`src/rtl/bru_pkg.sv`:
```
package bru_pkg;

    // Class of control-flow behaviour selected by the opcode
    typedef enum logic [2:0] {
        KIND_SEQ   = 3'd0,
        KIND_COND  = 3'd1,
        KIND_JABS  = 3'd2,
        KIND_JLINK = 3'd3,
        KIND_JREG  = 3'd4
    } kind_e;

    // Condition code in the two low opcode bits of a conditional branch
    typedef enum logic [1:0] {
        COND_EQ = 2'd0,
        COND_NE = 2'd1,
        COND_LT = 2'd2,
        COND_GT = 2'd3
    } cond_e;

    typedef struct packed {
        kind_e kind;
        cond_e cond;
    } dec_t;

endpackage

```
`src/rtl/bru_decode.sv`:
```
module bru_decode
    import bru_pkg::*;
#(
    parameter int OPW = 7
) (
    input  logic [OPW-1:0] opcode,
    output dec_t           dec
);
    localparam int TOP = OPW - 1;

    logic [2:0] grp;
    logic [4:0] cgrp;

    always_comb begin
        grp      = opcode[TOP -: 3];
        cgrp     = opcode[TOP -: 5];
        dec.cond = cond_e'(opcode[1:0]);
        unique case (grp)
            3'b100:  dec.kind = KIND_JABS;
            3'b011:  dec.kind = KIND_JLINK;
            3'b010:  dec.kind = KIND_JREG;
            3'b111:  dec.kind = (cgrp == 5'b11100) ? KIND_COND : KIND_SEQ;
            default: dec.kind = KIND_SEQ;
        endcase
    end

endmodule

```
`src/rtl/bru_cond.sv`:
```
module bru_cond
    import bru_pkg::*;
(
    input  cond_e cond,
    input  logic  flag_zero,
    input  logic  flag_less,
    output logic  met
);
    always_comb begin
        unique case (cond)
            COND_EQ: met = flag_zero;
            COND_NE: met = ~flag_zero;
            COND_LT: met = flag_less;
            COND_GT: met = ~flag_less & ~flag_zero;
            default: met = 1'b0;
        endcase
    end

endmodule

```
`src/rtl/bru_target.sv`:
```
module bru_target
    import bru_pkg::*;
#(
    parameter int AW   = 16,
    parameter int STEP = 2
) (
    input  kind_e         kind,
    input  logic          met,
    input  logic [AW-1:0] pc,
    input  logic [AW-1:0] disp,
    input  logic [AW-1:0] regv,
    output logic [AW-1:0] target,
    output logic          xfer,
    output logic          link,
    output logic [AW-1:0] ret_addr
);
    localparam logic [AW-1:0] SEQ_INC  = AW'(STEP);
    localparam logic [AW-1:0] SKIP_INC = AW'(2 * STEP);

    logic [AW-1:0] pc_seq;
    logic [AW-1:0] pc_skip;
    logic [AW-1:0] pc_rel;

    // Three adders run in parallel so only a mux follows them
    always_comb begin
        pc_seq  = pc + SEQ_INC;
        pc_skip = pc + SKIP_INC;
        pc_rel  = pc + disp;
    end

    always_comb begin
        target   = pc_seq;
        xfer     = 1'b0;
        link     = 1'b0;
        ret_addr = pc_seq;
        unique case (kind)
            KIND_COND: begin
                target = met ? pc_rel : pc_skip;
                xfer   = met;
            end
            KIND_JABS: begin
                target = disp;
                xfer   = 1'b1;
            end
            KIND_JLINK: begin
                target = disp;
                xfer   = 1'b1;
                link   = 1'b1;
            end
            KIND_JREG: begin
                target = regv;
                xfer   = 1'b1;
            end
            default: begin
                target = pc_seq;
            end
        endcase
    end

endmodule

```
`src/rtl/bru_unit.sv`:
```
module bru_unit
    import bru_pkg::*;
#(
    parameter int             AW       = 16,
    parameter int             OPW      = 7,
    parameter int             STEP     = 2,
    parameter logic [AW-1:0]  RESET_PC = '0
) (
    input  logic           clk,
    input  logic           rst_n,
    input  logic           resolve_valid,
    input  logic [OPW-1:0] opcode,
    input  logic           flag_zero,
    input  logic           flag_less,
    input  logic [AW-1:0]  disp_word,
    input  logic [AW-1:0]  reg_value,
    output logic [AW-1:0]  pc_q,
    output logic [AW-1:0]  next_pc,
    output logic           taken,
    output logic           link_we,
    output logic [AW-1:0]  link_data
);
    typedef struct packed {
        logic [AW-1:0] pc;
    } state_t;

    state_t st_d;
    state_t st_q;

    dec_t          dec;
    logic          met;
    logic [AW-1:0] target;
    logic          xfer;
    logic          link;
    logic [AW-1:0] ret_addr;

    bru_decode #(.OPW(OPW)) u_decode (
        .opcode (opcode),
        .dec    (dec)
    );

    bru_cond u_cond (
        .cond      (dec.cond),
        .flag_zero (flag_zero),
        .flag_less (flag_less),
        .met       (met)
    );

    bru_target #(.AW(AW), .STEP(STEP)) u_target (
        .kind     (dec.kind),
        .met      (met),
        .pc       (st_q.pc),
        .disp     (disp_word),
        .regv     (reg_value),
        .target   (target),
        .xfer     (xfer),
        .link     (link),
        .ret_addr (ret_addr)
    );

    always_comb begin
        st_d = st_q;
        if (resolve_valid) begin
            st_d.pc = target;
        end
    end

    always_ff @(posedge clk) begin
        if (!rst_n) begin
            st_q.pc <= RESET_PC;
        end else begin
            st_q <= st_d;
        end
    end

    assign pc_q      = st_q.pc;
    assign next_pc   = st_d.pc;
    assign taken     = resolve_valid & xfer;
    assign link_we   = resolve_valid & link;
    assign link_data = ret_addr;

endmodule

```
`config.mk`:
```
export PLATFORM = sky130hd
export DESIGN_NAME = bru_unit
export DESIGN_NICKNAME = d
export VERILOG_FILES = /design/src/rtl/bru_pkg.sv /design/src/rtl/bru_decode.sv /design/src/rtl/bru_cond.sv /design/src/rtl/bru_target.sv /design/src/rtl/bru_unit.sv
export SDC_FILE = /design/constraint.sdc
export NUM_CORES = 1
export LEC_CHECK = 0
export ABC_AREA = 1
export CAP_MARGIN = 10
export CELL_PAD_IN_SITES_DETAIL_PLACEMENT = 2
export CELL_PAD_IN_SITES_GLOBAL_PLACEMENT = 2
export CORE_MARGIN = 3
export CORE_UTILIZATION = 20
export DETAILED_ROUTE_END_ITERATION = 10
export PLACE_DENSITY_LB_ADDON = 0.3
export SLEW_MARGIN = 25
export SYNTH_ARGS = -nofsm -noshare
export SYNTH_HDL_FRONTEND = slang
export SYNTH_SLANG_ARGS = --single-unit
```
`constraint.sdc`:
```
create_clock -name clk -period 2.2 [get_ports clk]
set_input_delay 0.44 -clock clk [delete_from_list [all_inputs] [get_ports clk]]
set_output_delay 0.44 -clock clk [all_outputs]
set_load 0.05 [all_outputs]
```
Yosys cells after proc, flatten, opt, wreduce, memory -nomap -nowiden:

Index checks and enable logic that the tools add are counted.

* $add $sub $neg: 3
* equal/unequal tests: 12
* muxes and demuxes: 8
* bitwise gates (word level): 5
* reductions and logical operators: 3

Operators with widths (number)
* 16-bit case mux with 3 select lines: 1
* 16-bit two-way mux: 2
* 16-bit adder: 1
* 16-bit by 2-bit adder with 16-bit output, second input constant: 1
* 16-bit by 3-bit adder with 16-bit output, second input constant: 1
* 3-bit by 2-bit == test with 1-bit output, second input constant: 4
* 3-bit case mux with 4 select lines: 1
* 3-bit == test, second input constant: 3
* 5-bit == test, second input constant: 1
* 2-bit == test, second input constant: 2
* 1-bit case mux with 4 select lines: 1
* 1-bit AND: 3
* 3-bit by 1-bit == test with 1-bit output, second input constant: 1
* 3-bit OR reduction: 1
* 2-bit by 1-bit == test with 1-bit output, second input constant: 1
* 2-bit zero test: 1
* 1-bit two-way mux: 2
* 1-bit NOT: 2
* 1-bit case mux with 2 select lines: 1
* 2-bit OR reduction: 1

* register bits: 16
* bits of input ports: 44
* logic and storage cells: 32

Logic depth before layout (Yosys ltp):

Gate-level depths: netlist (run 1).

* depth after elaboration: 7
* mapped depth: 14

Hierarchy:

Synthesis (run 1) repeated with hierarchy kept, for this count alone.

* cell total of the unflattened synthesis: 564
* area total of the unflattened synthesis: 3056.7 um^2

By module, submodules not included
* bru_target: times used 1, cells each 406, area an instance 2090.8 um^2, sequential area each 0.0 um^2
* bru_unit: times used 1, cells each 138, area an instance 878.3 um^2, sequential area each 320.3 um^2
* bru_decode: times used 1, cells each 12, area an instance 56.3 um^2, sequential area each 0.0 um^2
* bru_cond: times used 1, cells each 8, area an instance 31.3 um^2, sequential area each 0.0 um^2

Least setup slack after synthesis (run 1):

No wires, ideal clock.

* path type: flip-flop to output port
* start: register pc_q[3] (netlist name)
* end: output port next_pc[10]
* data arrival time: 3.005 ns
* slack: -1.245 ns
* stages on the path, launching flop included: 12
* path buffers: 0
* cells stage by stage: dfxtp_1 ha_1 nand3_2 inv_2 nand2_1 o21ai_1 nand2_1 a21oi_1 nor2_1 nor2_1 nand2_1 nand2_1

* elaborated cells between the ends (all ways): 6

RTL lines
* 16-bit by 2-bit adder with 16-bit output: RTL line bru_target.sv:26 `pc_seq = pc + SEQ_INC;`
* via link_data[10]: RTL line bru_unit.sv:21 `output logic [AW-1:0] link_data`
* 16-bit case mux with 3 select lines: RTL line bru_target.sv:36 `unique case (kind)`
* 16-bit two-way mux: RTL line bru_unit.sv:63 `if (resolve_valid) begin`
* to (decl): RTL line bru_unit.sv:18 `output logic [AW-1:0] next_pc,`

The timed path passes the listed nets, and every way through them passes these cells.

Worst setup path after layout (run 1):

* start: register pc_q[9] (netlist name)
* end: output port next_pc[14]

* word-level cells in the longest chain between the ends: 4
* elaborated cells between the ends (all ways): 6

Ends and longest elaborated chain
* 16-bit by 3-bit adder with 16-bit output / 16-bit adder (equally long branches): RTL line bru_target.sv:27, bru_target.sv:28
* 16-bit two-way mux: RTL line bru_target.sv:38 `target = met ? pc_rel : pc_skip;`
* 16-bit case mux with 3 select lines (*): RTL line bru_target.sv:36
* 16-bit two-way mux (*): RTL line bru_unit.sv:63

Mark *: on every way between the ends. The rest lies on a longest branch, timed or not.

==> results of run 1 <==
## power groups by stage
stage,Combinational (W),Sequential (W),Clock (W)
2_1_floorplan,0.000687,0.000429,0
3_3_place_gp,0.00137,0.000344,0
3_5_place_dp,0.00142,0.000345,0
4_1_cts,0.00171,0.000348,0.000388
5_1_grt,0.00218,0.000357,0.000421
6_report,0.00211,0.000358,0.000404
## final cells by class
type                    instances  share of cell area (%)
well taps                     176                    3.13
flip-flops and latches         16                    5.24
multi-input cells             408                    50.1
clock inverters                 1                  0.0533
repair inverters                1                  0.0888
inverters                      72                    4.46
clock buffers                   3                    1.07
repair buffers                246                    35.9
## stage by stage
stage                     setup TNS, ns  worst slack (ns)
after floorplan                   -2.76            -0.323
after global routing             -13.50            -0.786
after detailed placement         -18.18            -0.906
after global placement           -15.52            -0.825
after CTS                         -5.57            -0.413
final                            -11.37            -0.772
## cells by family after synthesis
group                    after synthesis  synth area share [%]
buffers and inverters                 83                  12.0
flip-flops                            16                  11.4
AO/OA/AOI/OAI                         68                  15.0
adder cells (fa/ha/maj)               18                  8.30
AND/OR/NAND/NOR                      307                  48.4
XOR/XNOR                              15                  4.95
## worst max-delay path, cell delays in order, from the launching register on
cell and delay, ns:
dfxtp_4 0.38, ha_4 0.26, buf_4 0.15, a21oi_2 0.21, nand2_1 0.13, a21oi_2 0.17, nand2_1 0.12, nand2_1 0.16
nand3_2 0.11, nand2_2 0.11, nand2_2 0.08, nand2_2 0.13, nand2_4 0.09, buf_12 0.16
## synthesized netlist by cell type (5+ instances only)
cell / n
o21ai_1: 6
xor2_1: 13
buf_2: 5
ha_1: 17
nand3_1: 44
inv_2: 6
a22o_1: 9
inv_1: 64
nor3_1: 7
a22oi_1: 5
o21ai_0: 9
nand2_1: 182
nor2_1: 46
a21oi_1: 26
nand4_1: 7
dfxtp_1: 16
## placed cells by master (no fill, tap or decap), types with 11 or more instances in the layout
cell,Yosys,layout
inv_1,64,44
nor2_1,46,24
buf_12,0,27
nand2_4,2,46
buf_2,5,14
nand3_1,44,20
buf_6,1,48
nand2_1,182,87
nand3_2,2,15
clkdlybuf4s50_1,0,32
a21oi_2,2,11
buf_4,2,99
dfxtp_4,0,12
buf_8,0,15
nor2_2,2,13
inv_2,6,15
nand3_4,0,11
nand2_2,4,54
nor2_4,2,13
ha_4,0,17
a21oi_1,26,13
## per-layer routing
layer	wire (um)	part of all wire (%)
met1	9500	35
met2	14400	52
met3	1100	4.0
met4	2490	9.1
met5	0	0
## worst paths after layout
path,start,endpoint,slack [ns]
setup / recovery,pc_q[9],next_pc[14],-0.77
hold / removal,disp_word[2],pc_q[2],0.77
setup reg to reg,pc_q[0],pc_q[14],-0.34
hold reg to reg,pc_q[11],pc_q[11],0.78
## what timing repair did
item / CTS / global route
endpoints found under the setup margin: 41 / 37
pin swaps: 93 / 93
gates cloned: 1 / 0
resized for setup: 286 / 155
buffers inserted: 38 / 34
==> impl_metrics.toml, run 1 <==
[outcome]
run_status = "finished with violations"
violations = "negative setup slack"

[global_routing]
antenna_found_initial = 0
grt_max_degree = 23
grt_pass1_vias = 5508
grt_util_met2_pct = 53.2
grtUsageMet3_pct = 3.86
grt-ovfl-total = 0
grt_pass1_wl_um = 33600
gr-usage-all-layers_pct = 27.9
gr-max-usage-layer = "met2"
gr-usage-met1_pct = 28.5

[floorplan]
die_h_um = 124
start_util_pct = 20.8
die_w_um = 124
rows = 42
io_pins = 94
die-area_sq_um = 15500
core_sq_um = 13500

[hold_path]
min_path_cells = 5
hold_path.class = "in -> reg"

[worst_setup_path]
arrival_ns = 2.53
cp_data_required_time_ns = 1.76
reg2reg_depth = 17
worst-path-max-fanout = 4
critPathLaunchType = "flop"
worst_setup_path_end_kind = "output port"
path_class = "reg -> out"

[synth]
synth_top_area_cell = "nand2_1"
ys_top_cells_by_area = "nand2_1 (24%), dfxtp_1 (11%), inv_1 (8.6%)"
synth_edf_count = 0
synth_fp_nets = 569
async_flop_share_pct = 0
yosys_warnings = 0
ys_types = 43
synth_top_area_share_pct = 24.4
synth_area_sq_um = 2800
ys.flop_type = "dfxtp_1"
syn_avg_cell_area_sq_um = 5.53
synthCells = 507
ys_ff_latch = 16
synth_seq_area_share_pct = 11.4

[timing]
hold_ws_ns = 0.772
rsz0062_at_grt = "yes"
hold_viol = 0
setup_violations = 35
finalWorstSetupSlack_ns = -0.772
finalCriticalPeriod_ns = 2.97
finClkSkew_ns = 0.00517
drv_slew = 0
worst_slew_pin_slew_ns = 0.550
relSlewSlack_pct = 63.2
fin_crit_sh_pct = 135
fmax_mhz = 337

[cts]
hold_buffers = 0
clock_path_buffers = 2
numCtsBuffers = 3
ctsRootBufferMaster = "clkbuf_16"
cts.clk_slew.worst_paths_ns = 0.06
cts_sinks = 16
cts_max_level = 1
cts_tree = "yes"
clock_latency_ns = 0.26

[placement]
port_buffers = 93
gp_congestion = 0.875
dpl_cell_area_sq_um = 5130
dp_hpwl_um = 13300
dp_cells = 854

[layout]
num-fill-cells = 1444
diodes = 0
drive_gt1_share_pct = 64.0
multiInputGateArea_sq_um = 3530
nNetsFinal = 810
largest_reg_flops = 16
final_cells = 923
syn2layout_area_growth_pct = 151
fin_util_pct = 52.4
final_area_sq_um = 7050
seq_area_sq_um = 369

[drt]
wl_um = 27500
vias = 4944
wl_per_cell_um = 29.8
via_per_inst = 5.36
ant_nets = 0
drc = 0
drtIter0Drc = 256
firstDrtPassIters = 5

[pwr]
p_seq_share_pct = 12.5
vdd_drop_max_mv = 0.276
combPwrFrac_pct = 73.4
power_density_nw_per_um2 = 407
p_clk_share_pct = 14.1
p_total_w = 0.00287
internal-power_w = 0.00142
switching_share_pct = 50.6
power.switching_w = 0.00145
p_leak_nw = 3.39

[flow_run]
drv_cap = 0
No activity file was read; power rests on OpenSTA's default activity.
==> run 2, diff against run 1 <==
- SLEW_MARGIN: 25 -> 5
==> results of run 2 <==
Final layout, timing and power as in run 1 (identical DEF).
==> run 3, diff against run 2 <==
- CORE_UTILIZATION: 20 -> 28
- DONT_BUFFER_PORTS: not set -> 1
==> run 3 against run 2 <==
Synthesized cell count did not move. Area after synthesis unchanged. The run now fails in global routing.
==> impl_metrics.toml, run 3 <==
[outcome]
run_status = "stopped before the end"
lastStage = "global routing"
error = "[ERROR DPL-0033] detailed placement checks failed during check placement."

[synth]
synth_edf_count = 0
synth_fp_nets = 569
yosys_warnings = 0
synthTopCellsByCount = "nand2_1 (182), inv_1 (64), nor2_1 (46)"
synth_top_area_cell = "nand2_1"
yosys.cell_count.top_type = "nand2_1"
synth_seq_area_share_pct = 11.4
synth_area_sq_um = 2800
ys_ff_latch = 16
ys_types = 43
async_flop_share_pct = 0
ys_top_cells_by_area = "nand2_1 (24%), dfxtp_1 (11%), inv_1 (8.6%)"
ys.flop_type = "dfxtp_1"
syn_avg_cell_area_sq_um = 5.53
synthCells = 507
synth_top_area_share_pct = 24.4

[cts]
cts_max_level = 1
ctsRootBufferMaster = "clkbuf_8"
clock_path_buffers = 2
numCtsBuffers = 3
hold_buffers = 0
cts_sinks = 16

[placement]
gp_congestion = 0.872
dp_hpwl_um = 13200
dp_cells = 719
port_buffers = 0

[floorplan]
die_h_um = 106
die_w_um = 106
io_pins = 94
start_util_pct = 29.5
rows = 35

[timing]
crit_endpoint = "next_pc[4]"
worstEndpointType = "primary output"

[global_routing]
grt_max_degree = 21
antenna_found_initial = 0
[run 3: cells by family after synthesis]
family                     synth area share (%)
adders and majority gates                  8.30
AOI/OAI and AO/OA                          15.0
xor gates and xnor gates                   4.95
DFF                                        11.4
buffers and inverters                      12.0
and+or+nand+nor                            48.4
[run 3: stage by stage]
stage	hold WS (ns)	setup slack, ns	cell area (sq um)	utilization (%)
floorplan	0.595	-0.323	3180	-
global placement	0.604	-0.191	4070	42.9
detailed placement	0.620	-0.322	4070	42.9
CTS	0.359	-0.360	4620	48.6
[run 3: what timing repair did]
action | CTS
resized for setup | 90
pin swaps | 25
endpoints found under the setup margin | 26
cloned | 0
setup buffers | 13
==> run 4, diff against run 3 <==
- CELL_PAD_IN_SITES_DETAIL_PLACEMENT: 2 -> not set
- CELL_PAD_IN_SITES_GLOBAL_PLACEMENT: 2 -> not set
- CORE_UTILIZATION: 28 -> 30
- PLACE_DENSITY_LB_ADDON: 0.3 -> 0.15
- clock period: 2.2 -> 2.85 ns (I/O delays scaled with it)
==> run 4 against run 3 <==
The run now ends clean.
==> impl_metrics.toml, run 4 (same netlist as run 1, synthesis figures left out) <==
[worst_setup_path]
reg2reg_depth = 9
cp.buffers_inverters = 4
worst_path_dominant_cell_family = "simple AND/OR/NAND/NOR gates"
path_class = "reg -> out"
cp_slowest_cell = "dfxtp_2"
worst-path-max-fanout = 3
critPathMaxStageDelay_ns = 0.36
arrival_ns = 2.21
worst_setup_path_end_kind = "output port"
cp_data_required_time_ns = 2.28
critPathMostFrequentCell = "nand3_2"
path_cells = "ha_4 -> inv_1 -> fa_2 -> inv_2 -> nand3_2 -> nand3_2 -> buf_4 -> nand3_2 -> nand3_2 -> nand2_1 -> nand3_1 -> nand2_1 -> nand2_1 -> nand2_2 -> nand2_2 -> buf_12"
cp.depth = 16
critPathLaunchType = "flop"

[timing]
finClkSkew_ns = 0.00342
drv_slew = 0
hold_viol = 0
finalWorstSetupSlack_ns = 0.0748
rsz0062_at_grt = "yes"
fin_crit_sh_pct = 97.4
relSlewSlack_pct = 47.1
fmax_mhz = 360
setup_violations = 0
tns_ns = 0
worst_slew_pin_slew_ns = 0.792
finalCriticalPeriod_ns = 2.78

[outcome]
run_status = "finished clean"

[hold_path]
min_path_cells = 2
hold_path.class = "in -> reg"

[global_routing]
grt-ovfl-total = 0
grt_pass1_vias = 3311
gr-usage-all-layers_pct = 19.8
grt_max_degree = 25
antenna_found_initial = 0
grt_pass1_wl_um = 16400

[floorplan]
die-area_sq_um = 10500
core_sq_um = 8890
rows = 34
io_pins = 94
start_util_pct = 31.5
die_w_um = 103
die_h_um = 103

[cts]
clock_path_buffers = 2
clock_latency_ns = 0.26
cts.clk_slew.worst_paths_ns = 0.07
ctsRootBufferMaster = "clkbuf_8"
numCtsBuffers = 3
cts_tree = "yes"
cts_sinks = 16
cts_max_level = 1
hold_buffers = 0

[layout]
diodes = 0
nNetsFinal = 623
layout_commonest_cell = "nand2_1"
drive_gt1_share_pct = 27.3
largest_reg_flops = 16
mostFrequentLayoutCells = "nand2_1 (174), inv_1 (61), buf_4 (45), nor2_1 (44), nand3_1 (39)"
fin_util_pct = 44.5
final_cells = 668
final_area_sq_um = 3950
syn2layout_area_growth_pct = 41.0

[pwr]
vdd_drop_max_mv = 0.238
internal-power_w = 0.000666
combPwrFrac_pct = 63.3
power.switching_w = 0.000671
power_density_nw_per_um2 = 338
switching_share_pct = 50.2
p_leak_nw = 1.97
p_seq_share_pct = 20.7
p_clk_share_pct = 16.0

[flow_run]
drv_cap = 0

[drt]
ant_nets = 0
drc = 0
firstDrtPassIters = 5
wl_um = 10700
wl_per_cell_um = 16.1
vias = 3512
drtIter0Drc = 152
via_per_inst = 5.26

[placement]
dp_hpwl_um = 8620
dp_cells = 660
port_buffers = 0
dpl_cell_area_sq_um = 3600
post-place-ws_ns = -0.0508
gp_congestion = 0.900
## run 4: metal layers
layer / share of wire [%] / global-route usage, % / up-vias
li1: - / - / 1745
met1: 43 / 25.4 / 1597
met2: 46 / 32.5 / 145
met3: 8.3 / 4.67 / 25
met4: 3.2 / 7.16 / 0
met5: 0 / 0 / -
## run 4: power by group through the flow
stage / Sequential [W] / Clock [W] / Combinational [W]
after floorplan: 0.000330 / 0 / 0.000493
after global placement: 0.000276 / 0 / 0.000791
after detailed placement: 0.000276 / 0 / 0.000795
after CTS: 0.000271 / 0.000219 / 0.000802
after global routing: 0.000278 / 0.000233 / 0.000916
final: 0.000277 / 0.000213 / 0.000846
## run 4: path summary, 6_finish.rpt
kind | start | slack, ns | endpoint
max | pc_q[0] | 0.07 | next_pc[12]
min | resolve_valid | 0.47 | pc_q[3]
max reg2reg | pc_q[1] | 0.88 | pc_q[8]
min reg2reg | pc_q[9] | 0.56 | pc_q[9]
## run 4: final cells by class
cell class | instances | area (sq um)
Clock buffer | 4 | 55.1
Sequential cell | 16 | 350
Multi-Input combinational cell | 408 | 2510
Fill cell | 935 | 4940
Inverter | 72 | 279
Tap cell | 108 | 135
Timing Repair Buffer | 60 | 624
## run 4: stage by stage
step	hold slack, ns	total power [W]
finish	0.467	0.00134
global route	0.462	0.00143
CTS	0.461	0.00129
detailed placement	0.538	0.00107
global placement	0.524	0.00107
floorplan	0.622	0.000823
## run 4: timing repair
| action | 4_1_cts | 5_1_grt |
|---|---|---|
| pin swaps | 1 | 4 |
| endpoints found under the setup margin | 5 | 13 |
| buffers inserted | 0 | 4 |
| hold endpoints to repair | 0 | 0 |
| resized for setup | 8 | 48 |
## run 4: worst register-to-register path, cell delays in order, from the launching register on
cell	delay, ns
dfxtp_4	0.39
buf_4	0.28
nand2_1	0.18
nor2_4	0.23
nand2_1	0.17
xor2_4	0.21
nor2_1	0.11
nor2_1	0.06
nand2_2	0.13
a21oi_1	0.07
